$ cat src/rtl/csel_ctrl.sv
module csel_ctrl #(
  parameter int NCH = 8,
  parameter int WSW = 4
) (
  input  logic              clk,
  input  logic              rst_n,
  input  logic              cfg_en,
  input  logic [1:0]        strap_ps,
  input  logic              reg_we,
  input  logic [$clog2(NCH)-1:0] reg_ch,
  input  logic [1:0]        reg_sel,
  input  logic [31:0]       reg_wdata,
  output logic [31:0]       reg_rdata,
  input  logic              bus_start,
  input  logic [31:0]       bus_addr,
  input  logic              bus_rd,
  input  logic              ext_ack,
  output logic [NCH-1:0]    cs_n,
  output logic              oe_n,
  output logic              ta,
  output logic              aerr,
  output logic [1:0]        act_ps
);
  localparam int CHW   = $clog2(NCH);
  localparam int P_V   = 0;
  localparam int P_WP  = 1;
  localparam int P_PS  = 2;
  localparam int P_WS  = 4;
  localparam int P_EXT = P_WS + WSW;
  localparam int CW    = P_EXT + 1;

  logic [15:0]   base_q [NCH];
  logic [15:0]   mask_q [NCH];
  logic [CW-1:0] ctrl_q [NCH];
  logic          boot_arm;

  always_ff @(posedge clk or negedge rst_n) begin
    if (!rst_n) begin
      for (int i = 0; i < NCH; i++) begin
        base_q[i] <= '0;
        mask_q[i] <= '0;
        ctrl_q[i] <= '0;
      end
      mask_q[0]              <= '1;
      ctrl_q[0][P_V]         <= 1'b1;
      ctrl_q[0][P_WS +: WSW] <= '1;
      boot_arm               <= 1'b1;
    end else begin
      boot_arm <= 1'b0;
      if (boot_arm && cfg_en) ctrl_q[0][P_PS +: 2] <= strap_ps;
      if (reg_we) begin
        case (reg_sel)
          2'd0:    base_q[reg_ch] <= reg_wdata[31:16];
          2'd1:    mask_q[reg_ch] <= reg_wdata[31:16];
          2'd2:    ctrl_q[reg_ch] <= reg_wdata[CW-1:0];
          default: ;
        endcase
      end
    end
  end

  always_comb begin
    case (reg_sel)
      2'd0:    reg_rdata = {base_q[reg_ch], 16'h0};
      2'd1:    reg_rdata = {mask_q[reg_ch], 16'h0};
      2'd2:    reg_rdata = 32'(ctrl_q[reg_ch]);
      default: reg_rdata = '0;
    endcase
  end

  logic [NCH-1:0] hit;
  logic [CHW-1:0] sel;
  logic [CW-1:0]  sel_ctrl;
  wire            hit_any = |hit;

  always_comb begin
    for (int i = 0; i < NCH; i++)
      hit[i] = ctrl_q[i][P_V] && (((bus_addr[31:16] ^ base_q[i]) & ~mask_q[i]) == 16'h0);
    sel = '0;
    for (int i = NCH - 1; i >= 0; i--)
      if (hit[i]) sel = CHW'(i);
  end
  assign sel_ctrl = ctrl_q[sel];

  logic           busy, cur_rd, cur_ext;
  logic [CHW-1:0] cur;
  logic [WSW-1:0] cnt;

  always_ff @(posedge clk or negedge rst_n) begin
    if (!rst_n) begin
      busy <= 1'b0; cur_rd <= 1'b0; cur_ext <= 1'b0; cur <= '0; cnt <= '0;
      ta <= 1'b0; aerr <= 1'b0; act_ps <= 2'b00;
    end else begin
      ta   <= 1'b0;
      aerr <= 1'b0;
      if (!busy) begin
        if (bus_start && hit_any) begin
          if (!bus_rd && sel_ctrl[P_WP]) aerr <= 1'b1;
          else begin
            busy    <= 1'b1;
            cur     <= sel;
            cur_rd  <= bus_rd;
            cur_ext <= sel_ctrl[P_EXT];
            cnt     <= sel_ctrl[P_WS +: WSW];
            act_ps  <= sel_ctrl[P_PS +: 2];
          end
        end
      end else if (cur_ext ? ext_ack : (cnt == '0)) begin
        busy <= 1'b0;
        ta   <= 1'b1;
      end else if (!cur_ext) begin
        cnt <= cnt - 1'b1;
      end
    end
  end

  always_ff @(negedge clk or negedge rst_n) begin
    if (!rst_n) begin
      cs_n <= '1;
      oe_n <= 1'b1;
    end else begin
      cs_n <= busy ? ~(NCH'(1) << cur) : '1;
      oe_n <= ~(busy & cur_rd);
    end
  end
endmodule

$ cat config.mk
export PLATFORM = sky130hd
export DESIGN_NAME = csel_ctrl
export DESIGN_NICKNAME = d
export VERILOG_FILES = /design/src/rtl/csel_ctrl.sv
export SDC_FILE = /design/constraint.sdc
export NUM_CORES = 1
export LEC_CHECK = 0
export BUFFER_PORTS_ARGS = -buffer_cell sky130_fd_sc_hd__buf_2
export CORE_UTILIZATION = 45
export CTS_BUF_LIST = sky130_fd_sc_hd__clkbuf_8
export DETAILED_ROUTE_END_ITERATION = 10
export GPL_TIMING_DRIVEN = 0
export SYNTH_ARGS = -nofsm -noshare
export SYNTH_HDL_FRONTEND = slang
export SYNTH_SLANG_ARGS = --single-unit
export TNS_END_PERCENT = 1
$ cat constraint.sdc
create_clock -name clk -period 6.05 [get_ports clk]
set_clock_uncertainty 0.15 [all_clocks]
set_input_delay 1.5125 -clock clk [delete_from_list [all_inputs] [get_ports clk]]
set_output_delay 1.5125 -clock clk [all_outputs]
set_load 0.01 [all_outputs]
# == After elaboration in Yosys (flattened, before gate mapping) ==
# Cells that the tools add are included.
# word_totals
output_inout_bits,45
elab_cells,154
input_bits,78
register_bits,352
# op_classes
n_mux,47
addsub,1
shift,1
bitwise_logic,31
n_reduce_logical,30
n_lt_le_gt_ge,3
eq_ne,5
# op_table
op,count
bitwise mux 128 bit,2
two-way mux 67 bit,2
bitwise AND 16 bit,8
logical NOT 16 bit,8
NOT 16 bit,8
XOR 16 bit,8
binary-select mux 16 bit (select 3 bit),2
case mux 32 bit (3 select lines),1
two-way mux 16 bit,5
bitwise mux 72 bit,1
binary-select mux 9 bit (select 3 bit),2
demux 16 bit (select 3 bit),1
two-way mux 9 bit,5
demux 9 bit (select 3 bit),1
two-way mux 3 bit,8
two-way mux 4 bit,5
logical AND 1 bit,12
two-way mux 1 bit,10
">= comparator 4 bit, second input constant",2
two-way mux 8 bit,1
NOT 3 -> 4 bit,2
NOT 8 bit,1
OR reduction 8 bit,1
"left shift 1 x 3 -> 8 bit, first input constant",1
other kinds (15),21

# == Logic depth before layout (Yosys ltp) ==
# depth
depth_word,20
ltp_mapped,14
depth_no_buf,10

==> run_results.csv <==
group,metric,value,unit
routing,route.vias.total,14442,
floorplan,die_w,202,µm
yosys,ys.warnings.count,0,
sta,worst_slew_pin_slew,1.35,ns
floorplan,design.die.area,41000,µm²
setup_path,worst-setup-path-type,"input port to primary output",
sta,rsz0062_at_grt,"yes",
sta,post-route-period-util,100,%
routing,wl_per_cell,32.4,µm
yosys,synth_compound_gate_area_share,12.9,%
sta,hold-worst-slack,0.358,ns
sta,final_max_slew_viol_count,0,
routing,postRouteAntennaNets,0,
sta,fmax,165,MHz
yosys,number_of_enable_type_register_cells_in_the_synthesized_netlist,0,
yosys,async_reset_ff_share,100,%
hold_path,whs_path_depth,1,
floorplan,floorplan_row_count,73,
flow_run,cap_viol_max_count,0,
yosys,netlist_top_cells_area,"dfrtp_1, mux2_2, xnor2_1",
clock_tree,postcts_resize_cnt,19,
setup_path,maximum_fanout_along_the_worst_path,10,
sta,final_hold_viol_count,0,
clock_tree,max-clock-path-buffers,3,
routing,routed_wl,72.2,mm
status,status,"complete, but fails checks",
cells_and_area,layout_commonest_cell,"mux2_2",
cells_and_area,stdcell_area,20600,µm²
global_routing,grt_pass1_vias,14209,
clock_tree,root_buffer,"clkbuf_8",
yosys,library_cell_with_the_largest_summed_area_after_synthesis,"dfrtp_1",
pwr,pwr_density_cell,341,nW/µm²
sta,tns,-0.0239,ns
cells_and_area,layout-drive-gt1-share,35.5,%
routing,post-route-drc-count,0,
clock_tree,cts.repair_timing.setup_buffer_count,0,
sta,setup_ws,-0.0239,ns
global_routing,global_route_overflow,0,
cells_and_area,mostFrequentLayoutCells,"mux2_2, dfrtp_1, xnor2_1",
clock_tree,cts_max_level,2,
pwr,maximum_ir_drop_on_the_vdd_rail,0.204,mV
yosys,yosys.area_share.xor_xnor,6.47,%
setup_path,critical_path.reg2reg.startpoint,"base_q[76]",
floorplan,io_pins,123,
yosys,post_synth_instance_area,18100,µm²
global_routing,grt_first_pass_wirelength,103,mm
yosys,synth_ff_type,"dfrtp_1",
hold_path,hold_end,"cur_rd",
routing,drt_iter0_markers,1684,
hold_path,min-delay-path-class,"flop to flop",
setup_path,critical_path.endpoint_type,"primary output",
yosys,synth.distinct_cells,61,
setup_path,r2r_cells,11,
placement,detailed_place_hpwl,51.0,mm
setup_path,worst_ep_arrival_time,4.41,ns
clock_tree,clock_sinks,352,
clock_tree,cts-buffers-inserted,60,
setup_path,worst_setup_path_startpoint,"reg_ch[0]",
yosys,syn_avg_cell_area,12.1,µm²
placement,place.gp.congestion,1.03,
setup_path,worst_r2r_endpoint,"act_ps[1]",
floorplan,core_area,39600,µm²
yosys,seq_area_frac_synth,48.9,%
sta,final.min_clock_period,6.07,ns
cells_and_area,final_core_util,52.0,%
yosys,postSynthRegisterBits,352,
clock_tree,ctsHoldBuffers,0,
global_routing,grt_max_degree,120,
placement,placedInstanceArea,19300,µm²
floorplan,die-height,202,µm
pwr,leakagePower,8.79,nW
hold_path,timing.hold.worst.start,"cur_rd",
clock_tree,clk_pin_slew,0.06,ns
yosys,syn_inst,1497,
clock_tree,cts_tree,"yes",
sta,final-setup-viol-count,2,
yosys,synthDominantCellAreaShare,44.4,%
floorplan,start_util,45.6,%
pwr,post-layout-total-power,7.02,mW
yosys,post_synth_mux_area_share,22.5,%
setup_path,critPathRequiredTime,4.39,ns
routing,via_per_inst,6.48,
placement,io_buffer_count,75,
setup_path,crit_path_start_kind,"input port",
setup_path,r2r_setup_slack,0.98,ns
yosys,synth_simple_gate_area_share,5.91,%
sta,slew_headroom,9.34,%
clock_tree,clkLatencyLatePin,0.67,ns
routing,drt_pre_antenna_iters,5,
global_routing,gr_util_all_layers,35.6,%
yosys,synth_top_family_by_area,"multiplexers",
global_routing,initial_antenna_violation_count,3,
cells_and_area,area_overhead_of_the_layout_relative_to_synthesis,13.9,%
status,failed_checks,"setup timing",
cells_and_area,final_nets,1731,
yosys,synth_adder_area_share,0.138,%
how the worst max path moves through the flow:
stage / end / slack (ns) / cells after the start
after floorplan: cs_n[0] / 0.84 / 0
after global placement: cs_n[0] / -4.24 / 1
after detailed placement: reg_rdata[23] / -1.05 / 10
after CTS: reg_rdata[30] / 0.01 / 10
after global routing: reg_rdata[23] / -0.02 / 10
final: reg_rdata[31] / -0.02 / 10
power by group:
part           switching [mW]  leakage, nW  internal, mW  total, mW
combinational           0.739         3.57         0.687       1.43
sequential              0.529         4.43          2.82       3.35
clock                    1.04        0.784          1.21       2.25
worst max-delay path: stages:
cell and delay (ns):
buf_2 0.13, clkbuf_1 0.25, nor3_2 0.51, clkbuf_4 0.48, clkdlybuf4s15_2 0.58, a22oi_1 0.16, a31oi_1 0.21, a21oi_1 0.07
nor2_1 0.29, buf_2 0.20
sequential cells by signal, indices dropped and copies added (netlist names), 2 cells and up:
| name | flops |
|---|---|
| mask_q | 128 |
| act_ps | 2 |
| cur | 3 |
| base_q | 128 |
| cnt | 4 |
| ctrl_q | 72 |
| cs_n | 8 |
logic make-up (layout without fill, tap and decap cells):
| kind of cell | count (synthesis) | count (layout) |
|---|---|---|
| AO/OA/AOI/OAI | 326 | 326 |
| XOR/XNOR | 128 | 128 |
| adder cells (fa/ha/maj) | 2 | 2 |
| buffers and inverters | 120 | 316 |
| flip-flops | 352 | 352 |
| multiplexers | 364 | 364 |
| other | 1 | 11 |
| AND/OR/NAND/NOR | 204 | 204 |
routing by layer:
layer | track usage, % | part of all wire [%]
met1 | 45.7 | 39
met2 | 52.9 | 43
met3 | 10.6 | 10
met4 | 21.6 | 7.2
met5 | 0 | 0.039
Yosys cell counts (all sizes together), types with 5 or more instances:
library cell	n
nor2	69
inv	8
o22ai	66
a31oi	27
a22o	25
and3	7
nand3	17
o21ai	21
buf	32
nand2	31
nor2b	6
nor4	16
a21oi	22
a22oi	115
o31ai	5
nand3b	7
mux2i	32
clkbuf	80
dfrtp	321
nor3	11
mux2	332
nand4	18
a221oi	27
xnor2	128
dfstp	31
layout make-up:
| cell class | count | area, µm² |
|---|---|---|
| clock buffer | 79 | 1090 |
| clock inverter | 41 | 190 |
| buffer | 108 | 558 |
| antenna | 3 | 7.51 |
| timing repair buffer | 81 | 498 |
| tap | 525 | 657 |
| inverter | 7 | 26.3 |
| sequential | 352 | 8850 |
| fill | 3576 | 19000 |
| multi-input combinational | 1032 | 8720 |
per-stage QoR:
stage | setup WS, ns | std cells
floorplan | 0.843 | 1504
global placement | -4.24 | 2104
detailed placement | -1.05 | 2110
CTS | 0.0107 | 2228
global route | -0.0244 | 2225
finish | -0.0239 | 2228
Power figures use the tool's default switching activity.
